### src/rtl/gyro_spi_pkg.sv
package gyro_spi_pkg;
  localparam int FRAME_W = 32;
  localparam int DATA_W  = 16;
  localparam int ADDR_W  = 8;

  typedef enum logic [1:0] {
    K_SENSOR = 2'd0,
    K_READ   = 2'd1,
    K_WRITE  = 2'd2,
    K_ALT    = 2'd3
  } req_kind_e;

  typedef enum logic [2:0] {
    ST_IDLE, ST_CMD, ST_GAP, ST_RSP, ST_TAIL
  } eng_state_e;

  // Kind 3 is folded onto the rate fetch.
  function automatic req_kind_e norm_kind(input logic [1:0] k);
    return (k == 2'd3) ? K_SENSOR : req_kind_e'(k);
  endfunction

  // Command word with odd-parity padding in bit 0.
  function automatic logic [FRAME_W-1:0] build_cmd(input req_kind_e k,
                                                   input logic [ADDR_W-1:0] a,
                                                   input logic [DATA_W-1:0] d);
    logic [FRAME_W-1:0] w;
    w = '0;
    case (k)
      K_READ: begin
        w[31:29] = 3'b100;
        w[24:17] = {a[ADDR_W-1:1], 1'b0};
      end
      K_WRITE: begin
        w[31:29] = 3'b010;
        w[24:17] = {a[ADDR_W-1:1], 1'b0};
        w[16:1]  = d;
      end
      default: w[31:29] = 3'b001;
    endcase
    w[0] = ~(^w[FRAME_W-1:1]);
    return w;
  endfunction

  function automatic logic [DATA_W-1:0] pick_payload(input req_kind_e k,
                                                     input logic [FRAME_W-1:0] r);
    return (k == K_SENSOR) ? r[25:10] : r[20:5];
  endfunction

  function automatic logic [1:0] pick_status(input logic [FRAME_W-1:0] r);
    return r[27:26];
  endfunction

  function automatic logic write_fault(input req_kind_e k,
                                       input logic [FRAME_W-1:0] r);
    return (k == K_WRITE) && (|r[31:29]);
  endfunction
endpackage

### src/rtl/gyro_spi_timer.sv
module gyro_spi_timer #(
  parameter int CNT_W = 8
) (
  input  logic             clk,
  input  logic             rst_n,
  input  logic             load,
  input  logic [CNT_W-1:0] load_val,
  output logic             expired
);
  logic [CNT_W-1:0] cnt_q;

  always_ff @(posedge clk or negedge rst_n) begin
    if (!rst_n)             cnt_q <= '0;
    else if (load)          cnt_q <= load_val;
    else if (cnt_q != '0)   cnt_q <= cnt_q - 1'b1;
  end

  assign expired = (cnt_q == '0);
endmodule

### src/rtl/gyro_spi_shifter.sv
module gyro_spi_shifter #(
  parameter int FRAME_W = 32,
  parameter int CLK_DIV = 4,
  parameter bit CPOL    = 1'b0,
  parameter bit CPHA    = 1'b0
) (
  input  logic               clk,
  input  logic               rst_n,
  input  logic               start,
  input  logic [FRAME_W-1:0] tx_word,
  input  logic               miso,
  output logic               sclk,
  output logic               mosi,
  output logic               active,
  output logic               fin,
  output logic [FRAME_W-1:0] rx_word
);
  localparam int EDGES  = 2 * FRAME_W;
  localparam int EDGE_W = $clog2(EDGES);
  localparam int DIV_W  = $clog2(CLK_DIV + 1);

  logic [DIV_W-1:0]   div_q;
  logic [EDGE_W-1:0]  edge_q;
  logic               sclk_q, mosi_q, active_q, fin_q;
  logic [FRAME_W-1:0] tx_q, rx_q;

  // Named edge events of the serial clock.
  logic tick, lead_ev, trail_ev, samp_ev, drive_ev, last_ev;
  assign tick     = active_q && (div_q == DIV_W'(CLK_DIV - 1));
  assign lead_ev  = tick && !edge_q[0];
  assign trail_ev = tick &&  edge_q[0];
  assign last_ev  = tick && (edge_q == EDGE_W'(EDGES - 1));

  generate
    if (CPHA) begin : g_ph1
      assign samp_ev  = trail_ev;
      assign drive_ev = lead_ev;
    end else begin : g_ph0
      assign samp_ev  = lead_ev;
      assign drive_ev = trail_ev;
    end
  endgenerate

  always_ff @(posedge clk or negedge rst_n) begin
    if (!rst_n) begin
      div_q    <= '0;
      edge_q   <= '0;
      sclk_q   <= CPOL;
      mosi_q   <= 1'b0;
      active_q <= 1'b0;
      fin_q    <= 1'b0;
      tx_q     <= '0;
      rx_q     <= '0;
    end else begin
      fin_q <= 1'b0;
      if (start && !active_q) begin
        active_q <= 1'b1;
        div_q    <= '0;
        edge_q   <= '0;
        sclk_q   <= CPOL;
        if (CPHA) begin
          mosi_q <= 1'b0;
          tx_q   <= tx_word;
        end else begin
          mosi_q <= tx_word[FRAME_W-1];
          tx_q   <= tx_word << 1;
        end
      end else if (active_q) begin
        div_q <= tick ? '0 : div_q + 1'b1;
        if (tick) begin
          sclk_q <= ~sclk_q;
          edge_q <= edge_q + 1'b1;
        end
        if (samp_ev)  rx_q <= {rx_q[FRAME_W-2:0], miso};
        if (drive_ev) begin
          mosi_q <= tx_q[FRAME_W-1];
          tx_q   <= tx_q << 1;
        end
        if (last_ev) begin
          active_q <= 1'b0;
          fin_q    <= 1'b1;
          edge_q   <= '0;
        end
      end
    end
  end

  assign sclk    = sclk_q;
  assign mosi    = mosi_q;
  assign active  = active_q;
  assign fin     = fin_q;
  assign rx_word = rx_q;

  // clock rests at its idle level outside a frame.
  a_r4_sclk_idle: assert property (@(posedge clk) disable iff (!rst_n)
    !active_q |-> (sclk_q == CPOL));
  // a frame end is only reported by a running shifter.
  a_r4_fin_after_run: assert property (@(posedge clk) disable iff (!rst_n)
    fin_q |-> $past(active_q));
endmodule

### src/rtl/gyro_spi_engine.sv
module gyro_spi_engine
  import gyro_spi_pkg::*;
#(
  parameter int CLK_DIV = 4,
  parameter int CS_GAP  = 8,
  parameter int WR_HOLD = 20000,
  parameter bit CPOL    = 1'b0,
  parameter bit CPHA    = 1'b0
) (
  input  logic        clk,
  input  logic        rst_n,
  input  logic        req_valid,
  input  logic [1:0]  req_kind,
  input  logic [7:0]  req_addr,
  input  logic [15:0] req_wdata,
  output logic        busy,
  output logic        done,
  output logic [15:0] rsp_data,
  output logic [1:0]  rsp_status,
  output logic        rsp_wr_err,
  output logic        spi_cs_n,
  output logic        spi_sclk,
  output logic        spi_mosi,
  input  logic        spi_miso
);
  localparam int HOLD_LEN = (WR_HOLD > CS_GAP) ? WR_HOLD : CS_GAP;
  localparam int CNT_W    = $clog2(HOLD_LEN + 2);

  eng_state_e         st_q, st_d;
  req_kind_e          kind_q;
  logic               cs_n_q, done_q, wr_err_q;
  logic [DATA_W-1:0]  data_q;
  logic [1:0]         status_q;

  logic               sh_start, sh_fin, sh_active;
  logic [FRAME_W-1:0] sh_tx, sh_rx;
  logic               tmr_load, tmr_expired;
  logic [CNT_W-1:0]   tmr_val;

  // Named internal events.
  logic accept_ev, cmd_end_ev, rsp_go_ev, rsp_end_ev;
  assign accept_ev  = (st_q == ST_IDLE) && req_valid;
  assign cmd_end_ev = (st_q == ST_CMD) && sh_fin;
  assign rsp_go_ev  = (st_q == ST_GAP) && tmr_expired;
  assign rsp_end_ev = (st_q == ST_RSP) && sh_fin;

  assign sh_start = accept_ev || rsp_go_ev;
  assign sh_tx    = accept_ev ? build_cmd(norm_kind(req_kind), req_addr, req_wdata)
                              : '0;
  assign tmr_load = cmd_end_ev || rsp_end_ev;
  assign tmr_val  = (rsp_end_ev && kind_q == K_WRITE) ? CNT_W'(HOLD_LEN)
                                                      : CNT_W'(CS_GAP);

  gyro_spi_shifter #(
    .FRAME_W(FRAME_W), .CLK_DIV(CLK_DIV), .CPOL(CPOL), .CPHA(CPHA)
  ) shifter_i (
    .clk(clk), .rst_n(rst_n), .start(sh_start), .tx_word(sh_tx),
    .miso(spi_miso), .sclk(spi_sclk), .mosi(spi_mosi),
    .active(sh_active), .fin(sh_fin), .rx_word(sh_rx)
  );

  gyro_spi_timer #(.CNT_W(CNT_W)) timer_i (
    .clk(clk), .rst_n(rst_n), .load(tmr_load), .load_val(tmr_val),
    .expired(tmr_expired)
  );

  always_comb begin
    st_d = st_q;
    case (st_q)
      ST_IDLE: if (accept_ev)   st_d = ST_CMD;
      ST_CMD:  if (sh_fin)      st_d = ST_GAP;
      ST_GAP:  if (tmr_expired) st_d = ST_RSP;
      ST_RSP:  if (sh_fin)      st_d = ST_TAIL;
      ST_TAIL: if (tmr_expired) st_d = ST_IDLE;
      default:                  st_d = ST_IDLE;
    endcase
  end

  always_ff @(posedge clk or negedge rst_n) begin
    if (!rst_n) begin
      st_q     <= ST_IDLE;
      kind_q   <= K_SENSOR;
      cs_n_q   <= 1'b1;
      done_q   <= 1'b0;
      data_q   <= '0;
      status_q <= '0;
      wr_err_q <= 1'b0;
    end else begin
      st_q   <= st_d;
      cs_n_q <= !(st_d == ST_CMD || st_d == ST_RSP);
      done_q <= rsp_end_ev;
      if (accept_ev) kind_q <= norm_kind(req_kind);
      if (rsp_end_ev) begin
        data_q   <= pick_payload(kind_q, sh_rx);
        status_q <= pick_status(sh_rx);
        wr_err_q <= write_fault(kind_q, sh_rx);
      end
    end
  end

  assign busy       = (st_q != ST_IDLE);
  assign done       = done_q;
  assign rsp_data   = data_q;
  assign rsp_status = status_q;
  assign rsp_wr_err = wr_err_q;
  assign spi_cs_n   = cs_n_q;

  // ---- checker state for the timing assertions ----
  logic [CNT_W-1:0] hi_run_q, hold_run_q;
  logic             seen_frame_q, wr_tail_q;

  always_ff @(posedge clk or negedge rst_n) begin
    if (!rst_n) begin
      hi_run_q     <= '0;
      hold_run_q   <= '0;
      seen_frame_q <= 1'b0;
      wr_tail_q    <= 1'b0;
    end else begin
      if (!spi_cs_n)                          hi_run_q <= '0;
      else if (hi_run_q < CNT_W'(CS_GAP))     hi_run_q <= hi_run_q + 1'b1;
      if (!spi_cs_n) seen_frame_q <= 1'b1;
      if (rsp_end_ev && kind_q == K_WRITE) begin
        wr_tail_q  <= 1'b1;
        hold_run_q <= CNT_W'(1);
      end else if (!busy) begin
        wr_tail_q  <= 1'b0;
      end else if (hold_run_q < CNT_W'(WR_HOLD)) begin
        hold_run_q <= hold_run_q + 1'b1;
      end
    end
  end

  // enough chip-select high time before every frame but the first.
  a_r5_cs_gap: assert property (@(posedge clk) disable iff (!rst_n)
    ($fell(spi_cs_n) && seen_frame_q) |-> (hi_run_q >= CNT_W'(CS_GAP)));
  // chip select is low whenever bits are shifting.
  a_r4_cs_low_shift: assert property (@(posedge clk) disable iff (!rst_n)
    sh_active |-> !spi_cs_n);
  // completion lasts one cycle.
  a_r7_done_pulse: assert property (@(posedge clk) disable iff (!rst_n)
    done |=> !done);
  // completion is reported while the engine still holds busy.
  a_r8_done_busy: assert property (@(posedge clk) disable iff (!rst_n)
    done |-> busy);
  // the post-write window is long enough.
  a_r9_write_hold: assert property (@(posedge clk) disable iff (!rst_n)
    ($fell(busy) && wr_tail_q) |-> (hold_run_q >= CNT_W'(WR_HOLD)));
endmodule

### config.mk
export PLATFORM = sky130hd
export DESIGN_NAME = gyro_spi_engine
export DESIGN_NICKNAME = d
export VERILOG_FILES = /design/src/rtl/gyro_spi_pkg.sv /design/src/rtl/gyro_spi_timer.sv /design/src/rtl/gyro_spi_shifter.sv /design/src/rtl/gyro_spi_engine.sv
export SDC_FILE = /design/constraint.sdc
export NUM_CORES = 1
export LEC_CHECK = 0
export BUFFER_PORTS_ARGS = -buffer_cell sky130_fd_sc_hd__buf_4
export CORE_MARGIN = 2
export CORE_UTILIZATION = 59
export DETAILED_ROUTE_END_ITERATION = 12
export GPL_ROUTABILITY_DRIVEN = 0
export PLACE_DENSITY = 0.91
export SLEW_MARGIN = 0
export SYNTH_ARGS = -nofsm -noshare
export SYNTH_HDL_FRONTEND = slang
export SYNTH_HIERARCHICAL = 1
export SYNTH_SLANG_ARGS = --single-unit
### constraint.sdc
create_clock -name clk -period 3.6 [get_ports clk]
set_clock_uncertainty 0.2 [all_clocks]
set_input_delay 0.54 -clock clk [delete_from_list [all_inputs] [get_ports clk]]
set_output_delay 0.54 -clock clk [all_outputs]
set_load 0.02 [all_outputs]
Yosys cells after proc, flatten, opt, wreduce, memory -nomap -nowiden
Cells that the tools add are included.

word-level totals
  flip-flop bits (word level) = 118
  bits of input ports = 30
  output and inout bits = 24
  logic and storage cells = 105

operators by class
  add/subtract/negate cells = 3
  equal/unequal tests = 12
  mux-type cells = 37
  bitwise operators = 3
  reduce and logical (&&, ||, !) cells = 34

operator list
  cell                                                                   number
  32-bit 2-to-1 mux                                                      4
  15-bit 2-to-1 mux                                                      3
  16-bit 2-to-1 mux                                                      2
  31-bit parity                                                          1
  3-bit 2-to-1 mux                                                       8
  6-bit 2-to-1 mux                                                       4
  15-bit zero test                                                       1
  3-bit case mux with 5 select lines                                     1
  15-bit nonzero test                                                    1
  15-bit by 1-bit subtractor with 15-bit output (second input constant)  1
  3-bit by 2-bit == test with 1-bit output (second input constant)       4
  1-bit 2-to-1 mux                                                       12
  1-bit logical AND                                                      11
  8-bit 2-to-1 mux                                                       1
  2-bit nonzero test                                                     4
  6-bit by 1-bit adder with 6-bit output (second input constant)         1
  2-bit == test (second input constant)                                  3
  3-bit by 1-bit == test with 1-bit output (second input constant)       2
  6-bit == test (second input constant)                                  1
  3-bit case mux with 2 select lines                                     1
  2-bit AND reduction                                                    3
  3-bit nonzero test                                                     2
  3-bit by 1-bit adder with 3-bit output (second input constant)         1
  3-bit == test (second input constant)                                  1
  10 further kinds                                                       16

Logic depth before layout (Yosys ltp)
Gate-level depths: netlist of the first run.

  depth after elaboration = 9
  gate-level depth with buffers = 12
  gate-level depth less buffers = 10

By module
The synthesis of the first run kept the hierarchy.

by module, submodules not included
  module            times used  cells each  area each (um^2)  sequential area each (um^2)
  gyro_spi_shifter  1           266         3294.4            1901.8
  gyro_spi_engine   1           167         1635.3            651.9
  gyro_spi_timer    1           79          829.5             375.4

Worst setup path after synthesis of the first run
Ideal clock, no wire load.

  path kind = flip-flop to flip-flop
  from = reg timer_i.cnt_q[0]
  to = reg shifter_i.tx_q[10]
  library setup time = 126 ps
  data arrival time = 2837 ps
  required time = 3274 ps
  setup slack = 437 ps
  stages on the path, launching flop included = 12
  path buffers = 2
  period minus slack after synthesis = 3163 ps
  cell sequence = dfrtp_1 -> inv_1 -> ha_1 -> or4b_1 -> nor4b_4 -> mux2i_1 -> nor3_1 -> nor2b_4 -> buf_6 -> buf_12 -> mux2i_1 -> a21oi_1

on the way
  longest elaborated chain between the ends = 6
  elaborated cells between the ends (all ways) = 8
  those cells by class = mux: 1; reduce/logical: 7

RTL lines
  item                           line                    RTL
  from (decl)                    gyro_spi_timer.sv:10    logic [CNT_W-1:0] cnt_q;
  from (signal assigned)         gyro_spi_timer.sv:14    else if (load) cnt_q <= load_val;
  from (signal assigned)         gyro_spi_timer.sv:15    else if (cnt_q != '0) cnt_q <= cnt_q - 1'b1;
  15-bit zero test (*)           gyro_spi_timer.sv:18    assign expired = (cnt_q == '0);
  via tmr_expired                gyro_spi_engine.sv:37   logic tmr_load, tmr_expired;
  1-bit logical AND (*)          gyro_spi_engine.sv:44   assign rsp_go_ev = (st_q == ST_GAP) && tmr_expired;
  1-bit logical OR (*)           gyro_spi_engine.sv:47   assign sh_start = accept_ev || rsp_go_ev;
  via sh_start                   gyro_spi_engine.sv:35   logic sh_start, sh_fin, sh_active;
  1-bit logical AND (*)          gyro_spi_shifter.sv:56  if (start && !active_q) begin
  2-bit nonzero test (no line)   n/a
  2-bit AND reduction (no line)  n/a
  to (signal assigned)           gyro_spi_shifter.sv:63  tx_q <= tx_word;
  to (signal assigned)           gyro_spi_shifter.sv:66  tx_q <= tx_word << 1;
  to (signal assigned)           gyro_spi_shifter.sv:77  tx_q <= tx_q << 1;
  to (decl)                      gyro_spi_shifter.sv:25  logic [FRAME_W-1:0] tx_q, rx_q;

Mark *: on every way through the listed nets, which the timed path passes. The rest lies on a longest branch.
A chain may end at the register's enable or synchronous reset.

Worst setup path in the final report of the first run
  from = reg timer_i.cnt_q[0]
  to = reg shifter_i.tx_q[13]

The elaborated chain is that of the path after synthesis.

==> results of run 1 <==
==> power by group through the flow <==
stage / clock network (mW) / logic (mW) / registers (mW)
floorplan: 0 / 1.02 / 1.86
global placement: 0 / 1.16 / 1.90
detailed placement: 0 / 1.23 / 1.93
CTS: 1.71 / 1.28 / 1.92
global route: 1.78 / 1.41 / 1.97
finish: 1.69 / 1.29 / 1.93
==> layout make-up <==
| type | instances | area (um^2) |
|---|---|---|
| flip-flops and latches | 117 | 2930 |
| fillers | 601 | 2780 |
| multi-input cells | 367 | 2640 |
| repair buffers | 60 | 478 |
| clock buffers | 17 | 414 |
| clock inverters | 15 | 179 |
| well taps | 133 | 166 |
| inverters | 14 | 52.6 |
==> layer usage <==
| metal | track usage | wire, um | vias up |
|---|---|---|---|
| met2 | 0.423 | 6560 | 118 |
| met3 | 0.0664 | 508 | 25 |
| li1 | - | - | 1888 |
| met1 | 0.313 | 5100 | 2088 |
| met4 | 0.0972 | 231 | 0 |
| met5 | 0 | 0 | - |
==> worst max path at each step <==
stage / start / end / depth (start not counted)
after global placement: timer_i/cnt_q[0]$_DFFE_PN0P_ / shifter_i/tx_q[20]$_DFFE_PN0P_ / 11
after detailed placement: timer_i/cnt_q[0]$_DFFE_PN0P_ / shifter_i/tx_q[21]$_DFFE_PN0P_ / 11
after global routing: timer_i/cnt_q[0]$_DFFE_PN0P_ / shifter_i/tx_q[13]$_DFFE_PN0P_ / 11
after floorplan: timer_i/cnt_q[0]$_DFFE_PN0P_ / shifter_i/tx_q[10]$_DFFE_PN0P_ / 11
final: timer_i/cnt_q[0]$_DFFE_PN0P_ / shifter_i/tx_q[13]$_DFFE_PN0P_ / 11
after CTS: timer_i/cnt_q[0]$_DFFE_PN0P_ / shifter_i/tx_q[10]$_DFFE_PN0P_ / 11
==> what timing repair did <==
action	4_1_cts	5_1_grt
resized for setup	0	2
endpoints found under the hold margin	61	0
hold buffers	1	0
endpoints found under the setup margin	0	26
==> critical path: cells and delay by family, from the launching register on <==
kind,cells,cell delay (ns)
flip-flops,1,0.39
AO/OA/AOI/OAI,2,0.44
adder cells (fa/ha/maj),1,0.22
AND/OR/NAND/NOR,5,1.56
multiplexers,1,0.15
buffers and inverters,2,0.35
==> cell usage after synthesis, types with 3 or more instances <==
cell type	number
dfrtp_1	116
mux2i_1	49
nor2_1	45
a21oi_1	35
mux2_2	35
nand2_1	34
o21ai_0	27
and2_1	23
xnor2_1	16
inv_1	14
xor2_1	12
a22o_1	9
buf_2	7
clkbuf_1	7
ha_1	7
nor3_1	7
buf_6	6
buf_4	5
o31ai_1	5
and3_1	4
or4_1	4
nand3_1	3
==> cells by family (layout without fill, tap and decap cells) <==
logic type	after synthesis	in the layout
mux	86	86
flops	117	117
other cells	1	14
simple gates	142	142
compound gates	86	86
buf+inv	41	106
xor+xnor	32	32
fa+ha+maj	7	7
==> stage by stage <==
step	utilization	power, mW	cell area [um^2]	hold WS [ns]
floorplan	-	2.89	5810	0.0444
global placement	0.647	3.05	6240	0.267
detailed placement	0.647	3.16	6240	0.277
CTS	0.710	4.91	6840	0.0396
global route	0.711	5.16	6860	0.0449
finish	0.711	4.92	6860	0.0592
==> placed cells by master, fill, tap and decap left out, types with 2 or more instances in the layout <==
| cell type | count |
|---|---|
| conb_1 | 14 |
| ha_1 | 7 |
| or4_1 | 4 |
| and2_1 | 23 |
| xor2_1 | 12 |
| mux2_2 | 35 |
| mux2i_1 | 49 |
| nor2_1 | 45 |
| nand4_1 | 2 |
| buf_4 | 57 |
| or3_1 | 2 |
| mux2_1 | 2 |
| inv_1 | 14 |
| nor3_1 | 6 |
| a21o_1 | 2 |
| o31ai_1 | 5 |
| nor3_2 | 2 |
| and3_1 | 4 |
| a211oi_1 | 2 |
| xnor2_1 | 16 |
| buf_12 | 2 |
| nand3_1 | 3 |
| dfrtp_1 | 116 |
| xnor3_1 | 2 |
| o21ai_0 | 27 |
| inv_6 | 4 |
| a21oi_1 | 35 |
| bufinv_16 | 3 |
| nor2_2 | 2 |
| nand2_1 | 34 |
| o21ai_1 | 2 |
| clkinv_4 | 3 |
| o41ai_1 | 2 |
| xnor2_2 | 2 |
| a22o_1 | 9 |
| clkinv_2 | 4 |
| clkbuf_16 | 16 |
==> state kept, by name, indices dropped and copies added (netlist names) <==
signal,count
shifter_i/div_q,3
shifter_i/active,1
rsp_status,2
spi_cs_n,1
done,1
timer_i/cnt_q,15
kind_q,2
rsp_data,16
shifter_i/fin,1
st_q,3
rsp_wr_err,1
shifter_i/tx_q,31
shifter_i/edge_q,6
shifter_i/sclk,1
shifter_i/mosi,1
shifter_i/rx_word,32
==> results.json, run 1 <==
{
  "status": "finished clean",
  "worstPathRequired_ns": 3.82,
  "synth-simple-area-share": 0.130,
  "synth.area.top_cells": "dfrtp_1 50%, mux2i_1 8.5%, mux2_2 6.8%, a21oi_1 3.0%, nor2_1 2.9%",
  "cts_max_path_buffers": 2,
  "grt_pass1_wl_um": 20200,
  "grt_max_degree": 65,
  "setup_violations": 0,
  "die_h_um": 103,
  "synth_ff_type": "dfrtp_1",
  "reg2reg_depth": 11,
  "drt-wirelength-per-cell_um": 17.2,
  "post_cts_buffers": 0,
  "post-dp-hpwl_um": 7390,
  "synthAdderAreaFrac": 0.0152,
  "swShare": 0.325,
  "num-nets-final": 614,
  "clkTransAtPathRegs_ns": 0.06,
  "vias": 4119,
  "max_slew_margin": 0.272,
  "area.growth.synth_to_final_pct": 19.0,
  "synth_compound_area_frac": 0.0873,
  "critPathArrivalTime_ns": 3.64,
  "muxShareOfSynthArea": 0.158,
  "synth_top_area_cell": "dfrtp_1",
  "setup-tns-final_ns": 0,
  "start_util": 0.597,
  "synth.avg_cell_area_um2": 11.2,
  "max_slew.worst_pin.slew_ns": 1.09,
  "fmax_mhz": 292,
  "r2r-end": "shifter_i/tx_q[13]$_DFFE_PN0P_",
  "cp_cell_sequence": "inv_1 > ha_1 > or4b_1 > nor4b_4 > mux2i_1 > nor3_2 > nor2b_4 > a41o_4 > buf_12 > nor2_1 > a21oi_1",
  "ys_ff_latch": 117,
  "vdd_drop_max_mv": 0.409,
  "drive_gt1_frac": 0.237,
  "cts_buffers": 17,
  "cp_max_fo": 48,
  "drv_slew": 0,
  "cts_root_buf": "clkbuf_8",
  "grt_pass1_vias": 4158,
  "io_buffers": 52,
  "pin_count": 54,
  "grt_antenna_before_repair": 0,
  "min_period_ns": 3.42,
  "fin_cells": 723,
  "synth_edf_count": 0,
  "cts_htree_levels": 4,
  "synth_top_area_share": 0.504,
  "power_density_mw_per_mm2": 718,
  "dp.cells": 690,
  "syn_inst": 512,
  "r2r_slack_ns": 0.18,
  "combPwrFrac": 0.263,
  "clk_latency_ns": 0.52,
  "rsz0062_at_grt": "no",
  "critPathLaunchType": "register",
  "synth_top_family_by_area": "multiplexers",
  "holdPathStages": 2,
  "synth_cell_types": 53,
  "grtUsageTotal": 0.251,
  "yosys.area_share.xor_xnor": 0.0561,
  "fin_crit_sh": 0.950,
  "drt-pass1-iter-count": 6,
  "cts_tree": "done",
  "power_switching_mw": 1.60,
  "whs_endpoint": "shifter_i/rx_word[0]$_DFFE_PN0P_",
  "p_leak_nw": 3.17,
  "cpMaxStageDelayCell": "or4b_1",
  "setup_ws_ns": 0.179,
  "wl_um": 12400,
  "finalHoldViolCount": 0,
  "antennaDiodeCount": 0,
  "critical_path_class": "register to register",
  "syn-cell-area_mm2": 0.00576,
  "async_reset_ff_frac": 1.00,
  "pwr-share-seq": 0.393,
  "fp.dieArea_mm2": 0.0106,
  "synth_sequential_area_ratio": 0.509,
  "clock-sinks": 117,
  "drt_iter0_markers": 226,
  "ant_nets": 0,
  "synth_warnings": 6,
  "routed_via_density": 5.70,
  "p_int_mw": 3.32,
  "core_area_mm2": 0.00964,
  "overflow": 0,
  "pre_cts_ws_ns": 0.179,
  "reg2reg_from": "timer_i/cnt_q[0]$_DFFE_PN0P_",
  "pwr-share-clk": 0.344,
  "drv_cap": 0,
  "die_w_um": 103,
  "hold_path_class": "input pin to register",
  "worstHoldStart": "spi_miso",
  "std_cell_rows": 36,
  "drc": 0,
  "slowest_delay_ns": 0.58,
  "setup.worst_path.end_class": "register"
}
Note: power is estimated with default switching activity, not from simulation.
==> run 2, diff against run 1 <==
- CTS_BUF_LIST: not set -> sky130_fd_sc_hd__clkbuf_16
==> run 2 against run 1 <==
Global-route usage rose by 0.29 points. Flip-flop and latch count did not move. Total power rose by 0.81%.
==> results.json, run 2 (same netlist as run 1, synthesis figures left out) <==
{
  "critPathArrivalTime_ns": 3.54,
  "fin_hold_ws_ns": 0.00811,
  "clock-sinks": 117,
  "met3_usage": 0.0671,
  "fp.dieArea_mm2": 0.0106,
  "layout_commonest_cell": "dfrtp_1",
  "slowest_delay_ns": 0.57,
  "cts_max_path_buffers": 2,
  "combPwrFrac": 0.261,
  "post-dp-hpwl_um": 7390,
  "drt-pass1-iter-count": 5,
  "core_area_mm2": 0.00964,
  "power_switching_mw": 1.61,
  "cts_buffers": 17,
  "critPathLaunchType": "register",
  "p_int_mw": 3.35,
  "setup.worst_path.end_class": "register",
  "p_leak_nw": 3.18,
  "max_slew_margin": 0.274,
  "io_buffers": 52,
  "routed_via_density": 5.73,
  "drt_iter0_markers": 229,
  "largest_reg_flops": 32,
  "pin_count": 54,
  "ant_nets": 0,
  "vias": 4137,
  "drv_cap": 0,
  "die_h_um": 103,
  "fin_crit_sh": 0.950,
  "std_cell_rows": 36,
  "clk_latency_ns": 0.42,
  "setup_violations": 0,
  "max_slew.worst_pin.slew_ns": 1.09,
  "pwr-share-seq": 0.390,
  "clkTransAtPathRegs_ns": 0.06,
  "area.growth.synth_to_final_pct": 19.1,
  "start_util": 0.597,
  "drc": 0,
  "nFillCells": 594,
  "antennaDiodeCount": 0,
  "post_cts_buffers": 0,
  "cts_root_buf": "clkbuf_16",
  "cts_tree": "done",
  "worstPathRequired_ns": 3.72,
  "power_density_mw_per_mm2": 723,
  "status": "finished clean",
  "wl_um": 12500,
  "finalInstanceArea_mm2": 0.00686,
  "fmax_mhz": 292,
  "cp-startpoint": "timer_i/cnt_q[0]$_DFFE_PN0P_",
  "cp_top_family": "simple AND/OR/NAND/NOR gates",
  "postCtsHoldBufs": 0,
  "cts_htree_levels": 4,
  "pwr-share-clk": 0.349,
  "vdd_drop_max_mv": 0.407,
  "finalHoldViolCount": 0,
  "cp_max_fo": 48,
  "cp.buffers_inverters": 2,
  "busiest_layer": "met2",
  "grtUsageMet2": 0.424,
  "min_period_ns": 3.42,
  "hold_path_class": "input pin to asynchronous set/reset pin",
  "drt-wirelength-per-cell_um": 17.3,
  "grt_max_degree": 65,
  "grt_pass1_vias": 4209,
  "rsz0062_at_grt": "no",
  "swShare": 0.324,
  "placed_area_mm2": 0.00624,
  "setup-tns-final_ns": 0,
  "cp_cell_sequence": "inv_1 > ha_1 > or4b_1 > nor4b_4 > mux2i_1 > nor3_2 > nor2b_4 > a41o_4 > buf_12 > nor2_1 > a21oi_1",
  "final_cell_mix": "116 x dfrtp_1, 57 x buf_4, 49 x mux2i_1",
  "critical_path_class": "register to register",
  "reg2reg_from": "timer_i/cnt_q[0]$_DFFE_PN0P_",
  "overflow": 0,
  "num-nets-final": 613,
  "cpMaxStageDelayCell": "or4b_1",
  "use_met1": 0.315,
  "grtUsageTotal": 0.254,
  "drv_slew": 0,
  "drive_gt1_frac": 0.238,
  "grt_pass1_wl_um": 20400,
  "die_w_um": 103,
  "grt_antenna_before_repair": 0
}
-- run 2: cell count changes in the layout (fill, tap and decap cells not counted), sizes merged --
| cell | before | now |
|---|---|---|
| dlygate4sd3 | 1 | 0 |
-- run 2: through the flow --
| stage | util | setup WS [ns] | power (mW) | instances |
|---|---|---|---|---|
| after floorplan | - | 0.437 | 2.89 | 525 |
| after global placement | 0.647 | 0.302 | 3.05 | 690 |
| after detailed placement | 0.647 | 0.179 | 3.16 | 690 |
| after CTS | 0.710 | 0.0133 | 4.95 | 722 |
| after global routing | 0.711 | 0.0381 | 5.19 | 722 |
| final | 0.711 | 0.179 | 4.96 | 722 |
-- run 2: power groups by stage --
stage | Combinational, mW | Clock (mW) | Sequential (mW)
6_report | 1.29 | 1.73 | 1.94
3_3_place_gp | 1.16 | 0 | 1.90
2_1_floorplan | 1.02 | 0 | 1.86
4_1_cts | 1.28 | 1.74 | 1.92
5_1_grt | 1.41 | 1.81 | 1.97
3_5_place_dp | 1.23 | 0 | 1.93
-- run 2: layer usage --
layer	vias up	part of all wire
met5	-	0
met4	0	0.026
met3	38	0.037
met2	115	0.52
met1	2095	0.41
li1	1889	-
-- run 2: path summary, 6_finish.rpt --
check | end | slack (ns) | cells after the start
worst min register to register | rsp_wr_err$_DFFE_PN0P_ | 0.28 | 2
min in group clk | shifter_i/rx_word[0]$_DFFE_PN0P_ | 0.17 | 2
max in group asynchronous | timer_i/cnt_q[11]$_DFFE_PN0P_ | 2.29 | 2
worst max register to register | shifter_i/tx_q[13]$_DFFE_PN0P_ | 0.18 | 11
worst max-delay path | shifter_i/tx_q[13]$_DFFE_PN0P_ | 0.18 | 11
worst min-delay path | shifter_i/tx_q[8]$_DFFE_PN0P_ | 0.008 | 1
-- run 2: layout make-up --
cell class | count | area (um^2) | area share
clock buffers | 17 | 425 | 0.0620
clock inverters | 15 | 179 | 0.0261
inverters | 14 | 52.6 | 0.00766
multi-input cells | 367 | 2640 | 0.384
flip-flops and latches | 117 | 2930 | 0.427
well taps | 133 | 166 | 0.0243
repair buffers | 59 | 468 | 0.0682
-- run 2: timing repair --
item,4_1_cts,5_1_grt
gates resized for setup,0,2
endpoints found under the setup margin,0,26
hold endpoints to repair,0,0
==> run 3, diff against run 2 <==
- CORE_UTILIZATION: 59 -> 64
- PLACE_DENSITY: 0.91 -> 0.95
- clock period: 3.6 -> 4.1 ns (I/O delays scaled with it)
==> run 3 against run 2 <==
Setup slack better by 0.18 ns. Critical path depth unchanged. Combinational power decreased by 12%. Maximum frequency down 8.6%. Flip-flop and latch count is the same. Non-clock buffer count decreased by 1. Sequential power shrank 12%. Highest routed layer unchanged.
==> results.json, run 3 (same netlist as run 1, synthesis figures left out) <==
{
  "status": "finished clean",
  "cp-startpoint": "timer_i/cnt_q[0]$_DFFE_PN0P_",
  "cts_resized": 0,
  "wl_met1_um": 5120,
  "routed_via_density": 5.99,
  "layout_commonest_cell": "dfrtp_1",
  "ant_nets": 0,
  "reg2reg_depth": 11,
  "setup_violations": 0,
  "r2r-end": "shifter_i/mosi$_DFFE_PN0P_",
  "final_cell_mix": "116 x dfrtp_1, 56 x buf_4, 49 x mux2i_1",
  "reg2reg_from": "timer_i/cnt_q[0]$_DFFE_PN0P_",
  "critPathArrivalTime_ns": 3.81,
  "top_layer": "met4",
  "worstPathRequired_ns": 4.16,
  "post_cts_buffers": 0,
  "cts_buffers": 17,
  "drv_cap": 0,
  "power_density_mw_per_mm2": 619,
  "max_slew_margin": 0.293,
  "drv_slew": 0,
  "die_h_um": 98.9,
  "placed_area_mm2": 0.00620,
  "setup.worst_path.end_class": "register",
  "cts_tree": "done",
  "setup-tns-final_ns": 0,
  "drt-pass1-iter-count": 5,
  "cp_cell_sequence": "inv_1 > ha_1 > or4b_1 > nor4b_4 > buf_4 > mux2i_1 > nor3_1 > nor2b_4 > buf_12 > mux2i_1 > a21oi_1",
  "cts_htree_levels": 4,
  "clk_latency_ns": 0.41,
  "dp.cells": 664,
  "slowest_delay_ns": 0.59,
  "vdd_drop_max_mv": 0.364,
  "drt-wirelength-per-cell_um": 18.1,
  "grt_pass1_vias": 4312,
  "grt_max_degree": 88,
  "fin_cells": 696,
  "num-nets-final": 612,
  "start_util": 0.660,
  "dr_wl_met2_um": 6640,
  "fp.dieArea_mm2": 0.00977,
  "pin_count": 54,
  "cp_top_family": "simple AND/OR/NAND/NOR gates",
  "fin_crit_sh": 0.913,
  "area.growth.synth_to_final_pct": 16.9,
  "grt_antenna_before_repair": 0,
  "std_cell_rows": 34,
  "vias": 4169,
  "setup_ws_ns": 0.355,
  "cp_common_cell": "mux2i_1",
  "grtUsageTotal": 0.270,
  "finalInstanceArea_mm2": 0.00673,
  "finalHoldViolCount": 0,
  "postCtsHoldBufs": 0,
  "p_leak_nw": 3.12,
  "cts_root_buf": "clkbuf_16",
  "endpoint": "shifter_i/mosi$_DFFE_PN0P_",
  "cp_max_fo": 34,
  "fmax_mhz": 267,
  "critical_path_depth": 11,
  "wl_um": 12600,
  "hold_path_class": "input pin to asynchronous set/reset pin",
  "post-dp-hpwl_um": 7390,
  "cpMaxStageDelayCell": "or4b_1",
  "fin_hold_ws_ns": 0.179,
  "antennaDiodeCount": 0,
  "drt_iter0_markers": 332,
  "drive_gt1_frac": 0.233,
  "cp.buffers_inverters": 3,
  "dr_wl_met3_um": 544,
  "core_area_mm2": 0.00872,
  "rsz0062_at_grt": "no",
  "io_buffers": 52,
  "clock-sinks": 117,
  "clkTransAtPathRegs_ns": 0.06,
  "largest_reg_flops": 32,
  "pre_cts_ws_ns": 0.499,
  "critPathLaunchType": "register",
  "r2r_slack_ns": 0.35,
  "drc": 0,
  "min_period_ns": 3.75,
  "grt_pass1_wl_um": 20900,
  "overflow": 0,
  "die_w_um": 98.9,
  "max_slew.worst_pin.slew_ns": 1.06,
  "cts_max_path_buffers": 2,
  "critical_path_class": "register to register"
}
run 3: changes by cell type in the layout (fill, tap and decap cells not counted), sizes merged:
cell      previous run  this run
clkinvlp             1         7
buf                 59        58
bufinv               3         0
inv                 18        17
clkinv               7         5
run 3: cell type report:
| cell class | count | area, um^2 |
|---|---|---|
| Clock buffer | 17 | 425 |
| Clock inverter | 15 | 110 |
| Fill cell | 434 | 1990 |
| Inverter | 14 | 52.6 |
| Multi-Input combinational cell | 367 | 2620 |
| Sequential cell | 117 | 2930 |
| Tap cell | 108 | 135 |
| Timing Repair Buffer | 58 | 460 |
run 3: through the flow:
| stage | power, mW | utilization |
|---|---|---|
| 6_report | 4.17 | 0.772 |
| 5_1_grt | 4.36 | 0.772 |
| 4_1_cts | 4.16 | 0.772 |
| 3_5_place_dp | 2.77 | 0.711 |
| 3_3_place_gp | 2.67 | 0.711 |
| 2_1_floorplan | 2.54 | - |
run 3: worst min-delay path by stage:
stage                                   startpoint                                 to  slack (ns)  cells past startpoint
after floorplan                              rst_n                     done$_DFF_PN0_        0.12                      0
after global placement     rsp_data[3]$_DFFE_PN0P_            rsp_data[3]$_DFFE_PN0P_        0.27                      2
after detailed placement  rsp_data[14]$_DFFE_PN0P_           rsp_data[14]$_DFFE_PN0P_        0.28                      2
after CTS                                    rst_n  shifter_i/rx_word[13]$_DFFE_PN0P_        0.24                      1
after global routing                      spi_miso   shifter_i/rx_word[0]$_DFFE_PN0P_        0.25                      2
final                                        rst_n   shifter_i/rx_word[6]$_DFFE_PN0P_        0.18                      1
run 3: report_power, final:
part           total [mW]  leakage [nW]  internal [mW]  switching [mW]
registers            1.70          1.47           1.45           0.247
clock network        1.33         0.245          0.771           0.559
logic                1.13          1.41          0.528           0.607
total                4.17          3.12           2.75            1.41
run 3: layer usage:
layer	global-route usage	vias up
li1	-	1888
met1	0.332	2095
met2	0.467	144
met3	0.0638	42
met4	0.0980	0
met5	0	-
